File: src/rtl/sprog_tblrd_target.sv
module sprog_tblrd_target #(
  parameter int PTR_W = 22
) (
  input  logic             clk,
  input  logic             rst,
  input  logic             sd_in,
  output logic             sd_out,
  output logic             sd_oe,
  output logic [PTR_W-1:0] mem_addr,
  input  logic [7:0]       mem_rdata
);
  localparam int CMD_W = 4;
  localparam int OPR_W = 16;
  localparam int FRAME = CMD_W + OPR_W;
  localparam int CNT_W = $clog2(FRAME);
  localparam logic [CNT_W-1:0] C_LAST = CNT_W'(FRAME - 1);
  localparam logic [CNT_W-1:0] C_TURN = CNT_W'(CMD_W + OPR_W / 2 - 1);
  localparam logic [CNT_W-1:0] C_OPR  = CNT_W'(CMD_W);
  localparam logic [CMD_W-1:0] CMD_CORE  = 4'b0000;
  localparam logic [CMD_W-1:0] CMD_TBLRD = 4'b1001;

  logic [CNT_W-1:0] cnt;
  logic [CMD_W-1:0] cmd;
  logic [OPR_W-1:0] opr;
  logic [7:0]       wreg;
  logic [7:0]       dout;
  logic [PTR_W-1:0] ptr;

  wire             last   = (cnt == C_LAST);
  wire             is_rd  = (cmd == CMD_TBLRD);
  wire             capt   = is_rd && (cnt == C_TURN);
  wire [OPR_W-1:0] insn   = {sd_in, opr[OPR_W-1:1]};
  wire             do_ins = (cmd == CMD_CORE) && last;

  assign sd_oe    = is_rd && (cnt > C_TURN);
  assign sd_out   = sd_oe & dout[0];
  assign mem_addr = ptr;

  always_ff @(posedge clk) begin
    if (rst) cnt <= '0;
    else     cnt <= last ? '0 : cnt + 1'b1;
  end

  always_ff @(posedge clk) begin
    if (rst) begin
      cmd <= '0;
      opr <= '0;
    end else if (cnt < C_OPR) begin
      cmd <= {sd_in, cmd[CMD_W-1:1]};
    end else begin
      opr <= insn;
    end
  end

  always_ff @(posedge clk) begin
    if (rst) begin
      ptr  <= '0;
      wreg <= '0;
      dout <= '0;
    end else begin
      if (capt) begin
        dout <= mem_rdata;
        ptr  <= ptr + 1'b1;
      end else if (sd_oe) begin
        dout <= {1'b0, dout[7:1]};
      end
      if (do_ins) begin
        if (insn[15:8] == 8'h0E) wreg <= insn[7:0];
        else if (insn == 16'h6EF8) ptr[PTR_W-1:16] <= wreg[PTR_W-17:0];
        else if (insn == 16'h6EF7) ptr[15:8] <= wreg;
        else if (insn == 16'h6EF6) ptr[7:0] <= wreg;
      end
    end
  end

  a_r1_reset_state: assert property (@(posedge clk)
    rst |=> (!sd_oe && mem_addr == '0));
  a_r2_frame_wrap: assert property (@(posedge clk) disable iff (rst)
    last |=> (cnt == '0));
  a_r7_oe_closed: assert property (@(posedge clk) disable iff (rst)
    (cnt <= C_TURN) |-> !sd_oe);
  a_r7_oe_run: assert property (@(posedge clk) disable iff (rst)
    (sd_oe && !last) |=> sd_oe);
  a_r7_oe_rise: assert property (@(posedge clk) disable iff (rst)
    $rose(sd_oe) |-> ($past(cnt) == C_TURN));
  a_r8_ptr_step: assert property (@(posedge clk) disable iff (rst)
    capt |=> (mem_addr == PTR_W'($past(mem_addr) + 1'b1)));
  a_r5_ptr_hold: assert property (@(posedge clk) disable iff (rst)
    (!capt && !do_ins) |=> $stable(mem_addr));
endmodule

File: config.mk
export PLATFORM = sky130hd
export DESIGN_NAME = sprog_tblrd_target
export DESIGN_NICKNAME = d
export VERILOG_FILES = /design/src/rtl/sprog_tblrd_target.sv
export SDC_FILE = /design/constraint.sdc
export NUM_CORES = 1
export LEC_CHECK = 0
export ABC_CLOCK_PERIOD_IN_PS = 2200
export BUFFER_PORTS_ARGS = -buffer_cell sky130_fd_sc_hd__buf_2
export CAP_MARGIN = 20
export CORE_MARGIN = 2
export CORE_UTILIZATION = 52
export DETAILED_ROUTE_END_ITERATION = 7
export GPL_ROUTABILITY_DRIVEN = 0
export HOLD_SLACK_MARGIN = 0.05
export PLACE_DENSITY = 0.75
export SLEW_MARGIN = 30
export SYNTH_ARGS = -nofsm -noshare
export SYNTH_HDL_FRONTEND = slang
export SYNTH_SLANG_ARGS = --single-unit
export TNS_END_PERCENT = 1
File: constraint.sdc
create_clock -name clk -period 2.2 [get_ports clk]
set_clock_uncertainty 0.2 [all_clocks]
set_input_delay 0.44 -clock clk [delete_from_list [all_inputs] [get_ports clk]]
set_output_delay 0.44 -clock clk [all_outputs]
set_load 0.005 [all_outputs]
Word level (Yosys, flattened, before mapping) --
Cells that the tools add are included.
Storage, ports and cells: register bits 63, input bits 11, output and inout port bits 24, word-level logic and storage cells 35
Cells by class: add/sub/neg operators 2, magnitude comparators 2, equal/unequal tests 7, muxes and demuxes 10, bitwise logic cells 1, reductions and logical operators 7
Operators by type and width (number):
- 2-to-1 mux 22 bit | 3
- equality test 16 x 15 -> 1 bit (second input constant) | 3
- 2-to-1 mux 8 bit | 5
- adder 22 x 1 -> 22 bit (second input constant) | 1
- 2-to-1 mux 16 bit | 1
- equality test 8 x 4 -> 1 bit (second input constant) | 1
- 2-to-1 mux 6 bit | 1
- adder 5 x 1 -> 5 bit (second input constant) | 1
- equality test 5 x 4 -> 1 bit (second input constant) | 1
- equality test 5 bit (second input constant) | 1
- greater-than comparator 5 x 4 -> 1 bit (second input constant) | 1
- < comparator 5 x 3 -> 1 bit (second input constant) | 1
- equality test 4 bit (second input constant) | 1
- zero test 4 bit | 1
- logical AND 1 bit | 3
- AND reduction 2 bit | 1
- nonzero test 2 bit | 1
- OR reduction 2 bit | 1
- bitwise AND 1 bit | 1

Depth between registers and ports, before layout --
Gate-level depths: netlist of run 1.
word-level depth 8, gate-level depth with buffers 7, mapped depth without buffers 6

Worst setup path after synthesis of run 1 --
Ideal clock, no wire load.
path kind reg-to-reg, start point register cnt[0], end point register ptr[18] (netlist: mem_addr[18]), setup time 0.073 ns, arrival time 2.088 ns, required time 1.927 ns, path slack -0.161 ns, stages on the path, launching flop included 8, buffers on the path 1, clock period less this slack 2.361 ns, cell sequence dfxtp_1 ha_1 nand4bb_1 buf_2 or4_4 or4_1 and3_1 nor3_2
Between the ends: cells in the longest elaborated chain, start to end 6, elaborated cells between the ends (all ways) 8, those cells by class 2 x eq/ne; 4 x mux; 2 x reduce/logical
Ends and longest elaborated chain:
- start: declaration | line 22 | logic [CNT_W-1:0] cnt;
- start signal: assignment | line 41 | else cnt <= last ? '0 : cnt + 1'b1;
- equality test 5 x 4 -> 1 bit | line 31 | wire capt = is_rd && (cnt == C_TURN);
- logical AND 1 bit | line 31
- 2-to-1 mux 22 bit | line 61 | if (capt) begin
- 2-to-1 mux 6 bit | line 69 | else if (insn == 16'h6EF8) ptr[PTR_W-1:16] <= wreg[PTR_W-17:0];
- 2-to-1 mux 22 bit | line 68 | if (insn[15:8] == 8'h0E) wreg <= insn[7:0];
- 2-to-1 mux 22 bit * | line 67 | if (do_ins) begin
- end signal: assignment | line 63 | ptr <= ptr + 1'b1;
- end signal: indexed assignment | line 69
- end: declaration | line 27 | logic [PTR_W-1:0] ptr;
Every way passes the cells marked *; elsewhere a longest branch is shown, timed or not. A chain may end at the register's enable or synchronous reset.

Worst setup path after layout of run 1 --
start point register cnt[0], end point register ptr[14] (netlist: mem_addr[14])
Between the ends: cells in the longest elaborated chain, start to end 7, elaborated cells between the ends (all ways) 9, those cells by class 2 x eq/ne; 5 x mux; 2 x reduce/logical
Ends and longest elaborated chain:
- equality test 5 x 4 -> 1 bit | line 31
- logical AND 1 bit | line 31
- 2-to-1 mux 22 bit | line 61
- 2-to-1 mux 8 bit | line 70 | else if (insn == 16'h6EF7) ptr[15:8] <= wreg;
- 2-to-1 mux 16 bit | line 69
- 2-to-1 mux 22 bit | line 68
- 2-to-1 mux 22 bit * | line 67
- end signal: assignment | line 63
- end signal: indexed assignment | line 69
- end signal: assignment | line 70
Marks and branches as above.

==> metrics.md, run 1 <==
| Metric | Value |
|---|---|
| Pwr dens | `~580 nW/µm²` |
| Internal power | `around 1600 µW` |
| Share of layout cells above drive strength 1 | `0.263` |
| Initial core utilization | `0.530` |
| DR WL/cell | `14.9 µm` |
| H-tree depth | `3` |
| Post-route setup slack | `-0.0118 ns` |
| # hold bufs at CTS | `0` |
| Clock Latency Late Sink | `between 0.3 and 0.4 ns` |
| Final HPWL DP | `5080 µm` |
| Share of the synthesized area in the top cell type | `0.433` |
| Post-Syn Instances | `between 300 and 400` |
| Die Wd | `78.2 µm` |
| Number of I/O pins | `35` |
| CTS tree | `built` |
| Die ar. | `roughly 6100 µm²` |
| DP Area | `between 3000 and 4000 µm²` |
| Clk buf depth | `2` |
| DRC | `0` |
| Least-Margin Pin Slew | `between 0.6 and 0.7 ns` |
| Period utilization | `1.01` |
| Initial drt markers | `about 240` |
| Gr usage total | `0.251` |
| Seq/Total Area, Yosys | `0.433` |
| Die Y | `around 80 µm` |
| Switching share of total power | `0.219` |
| Count of port buffers added during placement | `34` |
| Post-synth top flop | `dfxtp_1` |
| Floorplan core area | `approximately 5400 µm²` |
| TritonCTS Sinks | `62` |
| First-pass GRT wire length | `~12000 µm` |
| Vias in the first global route | `roughly 2600` |
| 1st-pass router iterations | `6` |
| Max cap viols | `0` |
| Clock period minus worst slack | `roughly 2.2 ns` |
| Hold crit path type | `primary input to flop` |
| CP endpoint kind | `flop` |
| Main area contributors after synthesis | `dfxtp_1 (43%), nand2_1 (6.3%), nor2_1 (6.0%), a211oi_1 (4.2%), a21oi_1 (4.0%)` |
| Post-Syn Area | `2870 µm²` |
| Max transition margin | `0.594` |
| ANT cells | `0` |
| Final Hold Fails | `0` |
| Clk slew on worst S/H paths | `approximately 0.060 ns` |
| CP Max Fanout | `7` |
| Final setup viols | `2` |
| CTS Root Cell | `clkbuf_8` |
| Syn Nets | `approximately 350` |
| Synthesis-to-layout area growth | `26.5%` |
| Initial antenna violation count | `0` |
| Switching Power | `456 µW` |
| Critical path launch point type | `flop` |
| Total CTS buffers | `9` |
| Seq pwr share | `0.548` |
| Critical path type | `flop to flop` |
| Fill cell count | `462` |
| Site row count | `27` |
| Status | `finished, violations left` |
| Synth cell types | `45` |
| Max VDD drop | `about 440 µV` |
| RSZ-0062 raised after global routing | `yes` |
| Final count of pins violating max slew | `0` |
| Post-synth EDFFs | `0` |
| Fin area | `between 3000 and 4000 µm²` |
| Total Wirelength | `~7200 µm` |
| Post-DRT Antenna Nets | `0` |
| Largest net degree at the start of global routing | `38` |
| Setup TNS | `-0.0180 ns` |
| R2r setup slk | `-0.01 ns` |
| Logic gate share of total power | `0.041` |
| Leak | `about 0.0013 µW` |
| Clock power frac | `0.411` |
| Vias per inst | `5.78` |
| Maximum operating frequency | `~0.45 GHz` |
| #FFs+latches synth | `between 60 and 70` |
| Yosys Warn Count | `0` |
| Worst endpoint data arrival time | `2.27 ns` |
| Routed vias | `approximately 2800` |
| Congestion Overflow GR | `0` |
| Commonest non-fill, non-tap cell in the layout | `dfxtp_1` |
| Async S/R FF share, synth | `0` |
| Mapped Avg Cell Area | `about 8.5 µm²` |
| Worst EP required | `2.26 ns` |
| Failing checks | `negative setup slack` |
| Final Net Count | `420` |
| Most frequent cells in the layout | `dfxtp_1 (60), nand2_1 (46), nor2_1 (46)` |
| Post-synth top area cell | `dfxtp_1` |
synth_stat cells (3+ instances only):
master / number
nor2_1: 46
nand2_1: 48
a21oi_1: 23
and3_1: 3
or4_1: 5
buf_2: 3
nor3_1: 12
mux2i_1: 9
clkbuf_1: 12
a211oi_1: 16
nand3_1: 12
nor4_1: 10
dfxtp_1: 62
xor2_1: 4
and4bb_2: 3
nand4_1: 8
or3_1: 3
nand4b_1: 3
inv_1: 6
xnor2_1: 12
a222oi_1: 7
metal layers:
metal	vias to the layer above	routed length, µm	global-route usage
met5	-	0	0
met4	0	147	0.105
met3	16	392	0.0563
met2	89	3480	0.406
met1	1308	3190	0.325
li1	1379	-	-
worst paths after layout:
check                                  start            to  depth (start not counted)
worst min register to register        cnt[0]        cnt[0]                          1
worst max-delay path                  cnt[0]  mem_addr[14]                          7
worst min-delay path            mem_rdata[7]       dout[7]                          3
worst max register to register        cnt[0]  mem_addr[14]                          7
stage by stage:
| step | total power [µW] | worst slack [ns] | std cells | hold WS (ns) | util |
|---|---|---|---|---|---|
| after floorplan | 1220 | 0.0506 | 339 | 0.241 | - |
| after global placement | 1250 | -0.174 | 464 | 0.248 | 0.622 |
| after detailed placement | 1250 | -0.206 | 464 | 0.279 | 0.622 |
| after CTS | 2120 | -0.0170 | 480 | 0.134 | 0.659 |
| after global routing | 2170 | -0.105 | 483 | 0.149 | 0.671 |
| final | 2090 | -0.0118 | 483 | 0.154 | 0.671 |
critical path, cell delays in order (launching register included):
cell      delay, ns
dfxtp_4        0.37
ha_4           0.17
and4bb_2       0.27
nand4_1        0.15
buf_4          0.19
or3_1          0.46
o311a_1        0.17
nor3_1         0.16
cell type report:
cell class / instances / area [µm²] / area share
clock buffer: 14 / 163 / 0.0449
clock inverter: 1 / 5.00 / 0.00138
inverter: 6 / 22.5 / 0.00621
multi-input combinational: 255 / 1600 / 0.441
sequential: 62 / 1250 / 0.344
tap: 72 / 90.1 / 0.0248
timing repair buffer: 73 / 502 / 0.138
state kept, by name (all words and copies together) (netlist names):
name      cells
wreg          8
mem_addr     22
cnt           5
opr          15
cmd           4
dout          8
what timing repair did:
| item | 4_1_cts | 5_1_grt |
|---|---|---|
| hold endpoints to repair | 0 | 0 |
| cloned | 0 | 0 |
| setup buffers | 1 | 3 |
| endpoints found under the setup margin | 9 | 20 |
| pin swaps | 1 | 2 |
| resized for setup | 5 | 10 |
power groups by stage:
stage	logic, µW	registers, µW	clock network (µW)
final	85.6	1140	857
after global placement	80.4	1170	0
after global routing	94.5	1140	932
after floorplan	51.8	1170	0
after CTS	83.8	1140	888
after detailed placement	82.8	1170	0
kinds of logic (layout without fill, tap and decap cells):
kind of cell | count (synthesis) | count (layout) | synth area share
AOI/OAI and AO/OA | 58 | 58 | 0.137
xor gates and xnor gates | 16 | 16 | 0.0489
adders and majority gates | 2 | 2 | 0.00873
buffers and inverters | 22 | 94 | 0.0327
DFF | 62 | 62 | 0.433
muxes | 9 | 9 | 0.0314
and+or+nand+nor | 170 | 170 | 0.309
No activity file was read; power rests on OpenSTA's default activity.
==> run 2: changes to the inputs <==
--- a/config.mk
+++ b/config.mk
@@ -14,6 +14,7 @@
 export GPL_ROUTABILITY_DRIVEN = 0
 export HOLD_SLACK_MARGIN = 0.05
 export PLACE_DENSITY = 0.75
+export SKIP_CTS_REPAIR_TIMING = 1
 export SLEW_MARGIN = 30
 export SYNTH_ARGS = -nofsm -noshare
 export SYNTH_HDL_FRONTEND = slang
==> run 2 against run 1 <==
Against the previous run:
- the run still ends with negative setup slack left
- worst hold slack worse by 0.0078 ns
- critical path depth is 2 lower
- setup slack gained 0.0054 ns
- register-to-register slack about the same
- combinational power is 3.0% lower
- highest routed layer unchanged
- core utilization about the same
==> metrics.md, run 2 (synthesis gave the netlist of run 1 again) <==
| Metric | Value |
|---|---|
| Initial antenna violation count | `0` |
| Slowest stage delay, CP | `~0.36 ns` |
| Post-DRT Antenna Nets | `0` |
| Floorplan core area | `5410 µm²` |
| Most frequent cells in the layout | `dfxtp_1 (60), nand2_1 (47), nor2_1 (46)` |
| CP endpoint kind | `primary output` |
| Max transition margin | `0.584` |
| Final HPWL DP | `slightly above 5000 µm` |
| Final count of pins violating max slew | `0` |
| First-pass GRT wire length | `12000 µm` |
| H-tree depth | `3` |
| Seq pwr share | `0.547` |
| Period utilization | `1.00` |
| Vias in the first global route | `roughly 2600` |
| DP Area | `~3400 µm²` |
| Fin area | `between 3000 and 4000 µm²` |
| 1st-pass router iterations | `4` |
| Hold crit path type | `primary input to flop` |
| Crit path cell chain | `ha_4, nand4b_1, a21oi_2, and2_1, buf_2` |
| Final setup viols | `1` |
| Clk buf depth | `2` |
| Switching Power | `463 µW` |
| Setup TNS | `-0.00634 ns` |
| Total CTS buffers | `9` |
| Share of layout cells above drive strength 1 | `0.264` |
| Clock power frac | `0.414` |
| Largest net degree at the start of global routing | `38` |
| Commonest non-fill, non-tap cell in the layout | `dfxtp_1` |
| Congestion Overflow GR | `0` |
| Max reg flops | `22` |
| Worst endpoint data arrival time | `~1.6 ns` |
| CP bufs+invs | `1` |
| Synthesis-to-layout area growth | `26.5%` |
| Clock period minus worst slack | `~2.2 ns` |
| Clock Latency Late Sink | `approximately 0.34 ns` |
| Final cell count without fillers | `~480` |
| Clk slew on worst S/H paths | `~0.060 ns` |
| DR WL/cell | `between 15 and 20 µm` |
| Placed cells | `464` |
| Internal power | `approximately 1600 µW` |
| Gr usage total | `0.250` |
| CTS tree | `built` |
| Tot Pwr | `about 2100 µW` |
| Switching share of total power | `0.221` |
| Site row count | `27` |
| Max VDD drop | `around 450 µV` |
| Initial core utilization | `0.530` |
| Pwr dens | `577 nW/µm²` |
| CP Max Fanout | `7` |
| TritonCTS Sinks | `between 60 and 70` |
| Final Hold Fails | `0` |
| Critical path type | `flop to primary output` |
| Final Net Count | `418` |
| Logic gate share of total power | `0.040` |
| Vias per inst | `slightly below 6` |
| DRC | `0` |
| Leak | `between 0.001 and 0.0015 µW` |
| Failing checks | `negative setup slack` |
| Status | `finished, violations left` |
| CTS Root Cell | `clkbuf_8` |
| Die Y | `just under 80 µm` |
| CP max stage cell | `dfxtp_4` |
| Total Wirelength | `7230 µm` |
| Least-Margin Pin Slew | `roughly 0.62 ns` |
| ANT cells | `0` |
| Count of port buffers added during placement | `34` |
| Maximum operating frequency | `between 0.4 and 0.5 GHz` |
| Initial drt markers | `slightly above 200` |
| RSZ-0062 raised after global routing | `yes` |
| Worst hold margin | `0.146 ns` |
| Max cap viols | `0` |
| Critical path launch point type | `flop` |
| Die ar. | `between 6000 and 7000 µm²` |
| Routed vias | `about 2800` |
| Number of I/O pins | `35` |
| Worst EP required | `between 1.5 and 2 ns` |
| Die Wd | `78.2 µm` |
| Delay-heaviest family, CP | `flip-flops` |
| Post-route setup slack | `-0.00634 ns` |
==> run 2: layer usage <==
| layer | part of all wire | track usage | up-vias |
|---|---|---|---|
| met3 | 0.051 | 0.0563 | 11 |
| met5 | 0 | 0 | - |
| met2 | 0.49 | 0.403 | 80 |
| met4 | 0.018 | 0.104 | 0 |
| met1 | 0.45 | 0.324 | 1313 |
| li1 | - | - | 1371 |
==> run 2: stage by stage <==
stage / worst slack (ns) / util
CTS: -0.0995 / 0.653
global route: -0.107 / 0.671
global placement: -0.174 / 0.622
detailed placement: -0.206 / 0.622
finish: -0.00634 / 0.671
floorplan: 0.0506 / -
==> run 2: cell type report <==
cell class,count,area [µm²]
multi-input combinational,255,1620
timing repair buffer,71,483
clock buffer,14,163
tap,72,90.1
clock inverter,1,5.00
sequential,62,1250
inverter,6,22.5
fill,456,1780
==> run 2: worst min-delay path: stages <==
cell and delay, ns:
buf_2 0.07, a22oi_1 0.05, nor2_1 0.08
==> run 2: power by group through the flow <==
stage	Clock, µW	Sequential, µW	Combinational, µW
2_1_floorplan	0	1170	51.8
6_report	866	1140	83.0
3_5_place_dp	0	1170	82.8
5_1_grt	932	1140	92.4
3_3_place_gp	0	1170	80.4
4_1_cts	888	1140	83.1
==> run 2: final timing paths <==
check / start / endpoint / slack, ns / cells past startpoint
worst max-delay path: cnt[0] / sd_out / -0.006 / 5
worst min register to register: cnt[0] / cnt[0] / 0.26 / 1
worst min-delay path: mem_rdata[7] / dout[7] / 0.15 / 3
worst max register to register: cnt[0] / mem_addr[10] / 0 / 7
==> run 3: changes to the inputs <==
--- a/config.mk
+++ b/config.mk
@@ -5,15 +5,15 @@
 export SDC_FILE = /design/constraint.sdc
 export NUM_CORES = 1
 export LEC_CHECK = 0
-export ABC_CLOCK_PERIOD_IN_PS = 2200
+export ABC_CLOCK_PERIOD_IN_PS = 1800
 export BUFFER_PORTS_ARGS = -buffer_cell sky130_fd_sc_hd__buf_2
 export CAP_MARGIN = 20
 export CORE_MARGIN = 2
-export CORE_UTILIZATION = 52
+export CORE_UTILIZATION = 30
 export DETAILED_ROUTE_END_ITERATION = 7
 export GPL_ROUTABILITY_DRIVEN = 0
 export HOLD_SLACK_MARGIN = 0.05
-export PLACE_DENSITY = 0.75
+export SETUP_SLACK_MARGIN = 0.05
 export SKIP_CTS_REPAIR_TIMING = 1
 export SLEW_MARGIN = 30
 export SYNTH_ARGS = -nofsm -noshare
==> constraint.sdc (replaced) <==
create_clock -name clk -period 1.8 [get_ports clk]
set_clock_uncertainty 0.2 [all_clocks]
set_input_delay 0.36 -clock clk [delete_from_list [all_inputs] [get_ports clk]]
set_output_delay 0.36 -clock clk [all_outputs]
set_load 0.005 [all_outputs]
==> run 3 against run 2 <==
Against the previous run:
- the run still ends with negative setup slack left
- non-clock buffer count rose by 45
- register-to-register slack got worse by 0.41 ns
- critical endpoint unchanged
- sequential share of layout area fell by 4.1 points
- total power rose by 32%
- routed wire length rose by 6.7%
- final area rose by 14%
- clock-buffer cell count fell by 2
==> metrics.md, run 3 (synthesis gave the netlist of run 1 again) <==
| Metric | Value |
|---|---|
| Status | `finished, violations left` |
| Failing checks | `negative setup slack` |
| Hold crit path type | `primary input to flop` |
| CTS tree | `built` |
| Clk buf depth | `2` |
| Clk slew on worst S/H paths | `0.07 ns` |
| Max cap viols | `0` |
| Placed cells | `around 560` |
| Commonest non-fill, non-tap cell in the layout | `buf_4` |
| Clock Latency Late Sink | `0.34 ns` |
| DRC | `0` |
| Period utilization | `1.27` |
| Final Util | `0.446` |
| Pwr dens | `approximately 670 nW/µm²` |
| CP bufs+invs | `3` |
| Final cell count without fillers | `approximately 580` |
| ANT cells | `0` |
| Post-route setup slack | `-0.485 ns` |
| Most frequent cells in the layout | `buf_4 (77), dfxtp_1 (58), nand2_1 (47)` |
| Setup TNS | `-9.02 ns` |
| Count of port buffers added during placement | `34` |
| Total CTS buffers | `9` |
| Congestion Overflow GR | `0` |
| Floorplan core area | `9240 µm²` |
| Total Wirelength | `slightly below 8000 µm` |
| CP endpoint kind | `primary output` |
| Delay-heaviest family, CP | `buffers and inverters` |
| Gr usage total | `0.155` |
| Routed vias | `about 2900` |
| Initial antenna violation count | `0` |
| Synthesis-to-layout area growth | `43.7%` |
| Share of layout cells above drive strength 1 | `0.354` |
| Final count of pins violating max slew | `0` |
| Maximum operating frequency | `around 0.44 GHz` |
| Most used cell, CP | `buf_6` |
| CTS Root Cell | `clkbuf_8` |
| First-pass GRT wire length | `12700 µm` |
| Leak | `0.00164 µW` |
| Die Y | `approximately 100 µm` |
| H-tree depth | `3` |
| Die ar. | `between 10000 and 15000 µm²` |
| Worst endpoint data arrival time | `1.73 ns` |
| Max transition margin | `0.701` |
| Least-Margin Pin Slew | `between 0.4 and 0.5 ns` |
| Final Hold Fails | `0` |
| Clock period minus worst slack | `~2.3 ns` |
| Final Net Count | `around 460` |
| RSZ-0062 raised after global routing | `yes` |
| TritonCTS Sinks | `62` |
| DR WL/cell | `13.2 µm` |
| Post-DRT Antenna Nets | `0` |
| Slowest stage delay, CP | `between 0.3 and 0.4 ns` |
| Vias in the first global route | `~2700` |
| Max reg flops | `22` |
| Final HPWL DP | `5710 µm` |
| Worst hold margin | `0.0683 ns` |
| Site row count | `35` |
| CP Max Fanout | `6` |
| Worst EP required | `about 1.2 ns` |
| Final setup viols | `37` |
| Critical path type | `flop to primary output` |
| Tot Pwr | `between 2000 and 3000 µW` |
| Initial core utilization | `0.310` |
| Number of I/O pins | `35` |
| Vias per inst | `4.97` |
| Critical path launch point type | `flop` |
| Crit path cell chain | `ha_4, buf_6, nand4b_1, a21oi_1, buf_4, and2_4, buf_6` |
| Max VDD drop | `roughly 360 µV` |
| Initial drt markers | `slightly below 100` |
| 1st-pass router iterations | `6` |
| Largest net degree at the start of global routing | `26` |
| CP max stage cell | `dfxtp_2` |
| Die Wd | `roughly 100 µm` |
[run 3: cell count changes in the layout (fill, tap and decap cells not counted), moves of 2 or more]
cell | before | now
nor4_2 | 5 | 3
nor4_4 | 1 | 4
nor3_1 | 10 | 12
clkinv_2 | 1 | 3
buf_6 | 2 | 4
dfxtp_1 | 60 | 58
clkbuf_1 | 3 | 1
nor3_2 | 3 | 1
dfxtp_2 | 1 | 4
buf_4 | 34 | 77
[run 3: metrics by stage]
stage,cell area [µm²],setup slack (ns)
after global placement,3750,-0.515
after floorplan,2900,-0.305
final,4120,-0.485
after CTS,3950,-0.564
after detailed placement,3750,-0.544
after global routing,4120,-0.556
[run 3: worst register-to-register path, stage by stage, from the launching register on]
cell and delay (ns):
dfxtp_2 0.35, ha_4 0.14, buf_4 0.11, nand4bb_1 0.17, or4_4 0.46, or4_1 0.40
and3_1 0.16, nor3_2 0.13
[run 3: final timing paths]
kind,from,to,slack (ns),depth (start not counted)
setup / recovery,cnt[0],sd_out,-0.49,7
hold reg to reg,cmd[1],cmd[1],0.30,2
setup reg to reg,cnt[0],mem_addr[18],-0.41,7
hold / removal,mem_rdata[7],dout[7],0.07,3
[run 3: area by class of cell]
class                           count  area, µm²
Fill cell                         942       5120
Tap cell                          129        161
Multi-Input combinational cell    255       1660
Clock buffer                       12        155
Sequential cell                    62       1250
Clock inverter                      4       45.0
Timing Repair Buffer              116        828
Inverter                            6       22.5
[run 3: report_power, final]
group / switching (µW) / internal [µW] / total [µW]
sequential: 11.6 / 1380 / 1400
clock: 524 / 708 / 1230
combinational: 68.0 / 57.1 / 125
total: 603 / 2150 / 2750
[run 3: per-layer routing]
metal | share of wire | wire length (µm) | up-vias | track usage
met5 | 0 | 0 | - | 0
met4 | 0.016 | 123 | 0 | 0.0530
met3 | 0.053 | 405 | 11 | 0.0400
met2 | 0.47 | 3590 | 66 | 0.251
met1 | 0.47 | 3590 | 1361 | 0.202
li1 | - | - | 1465 | -
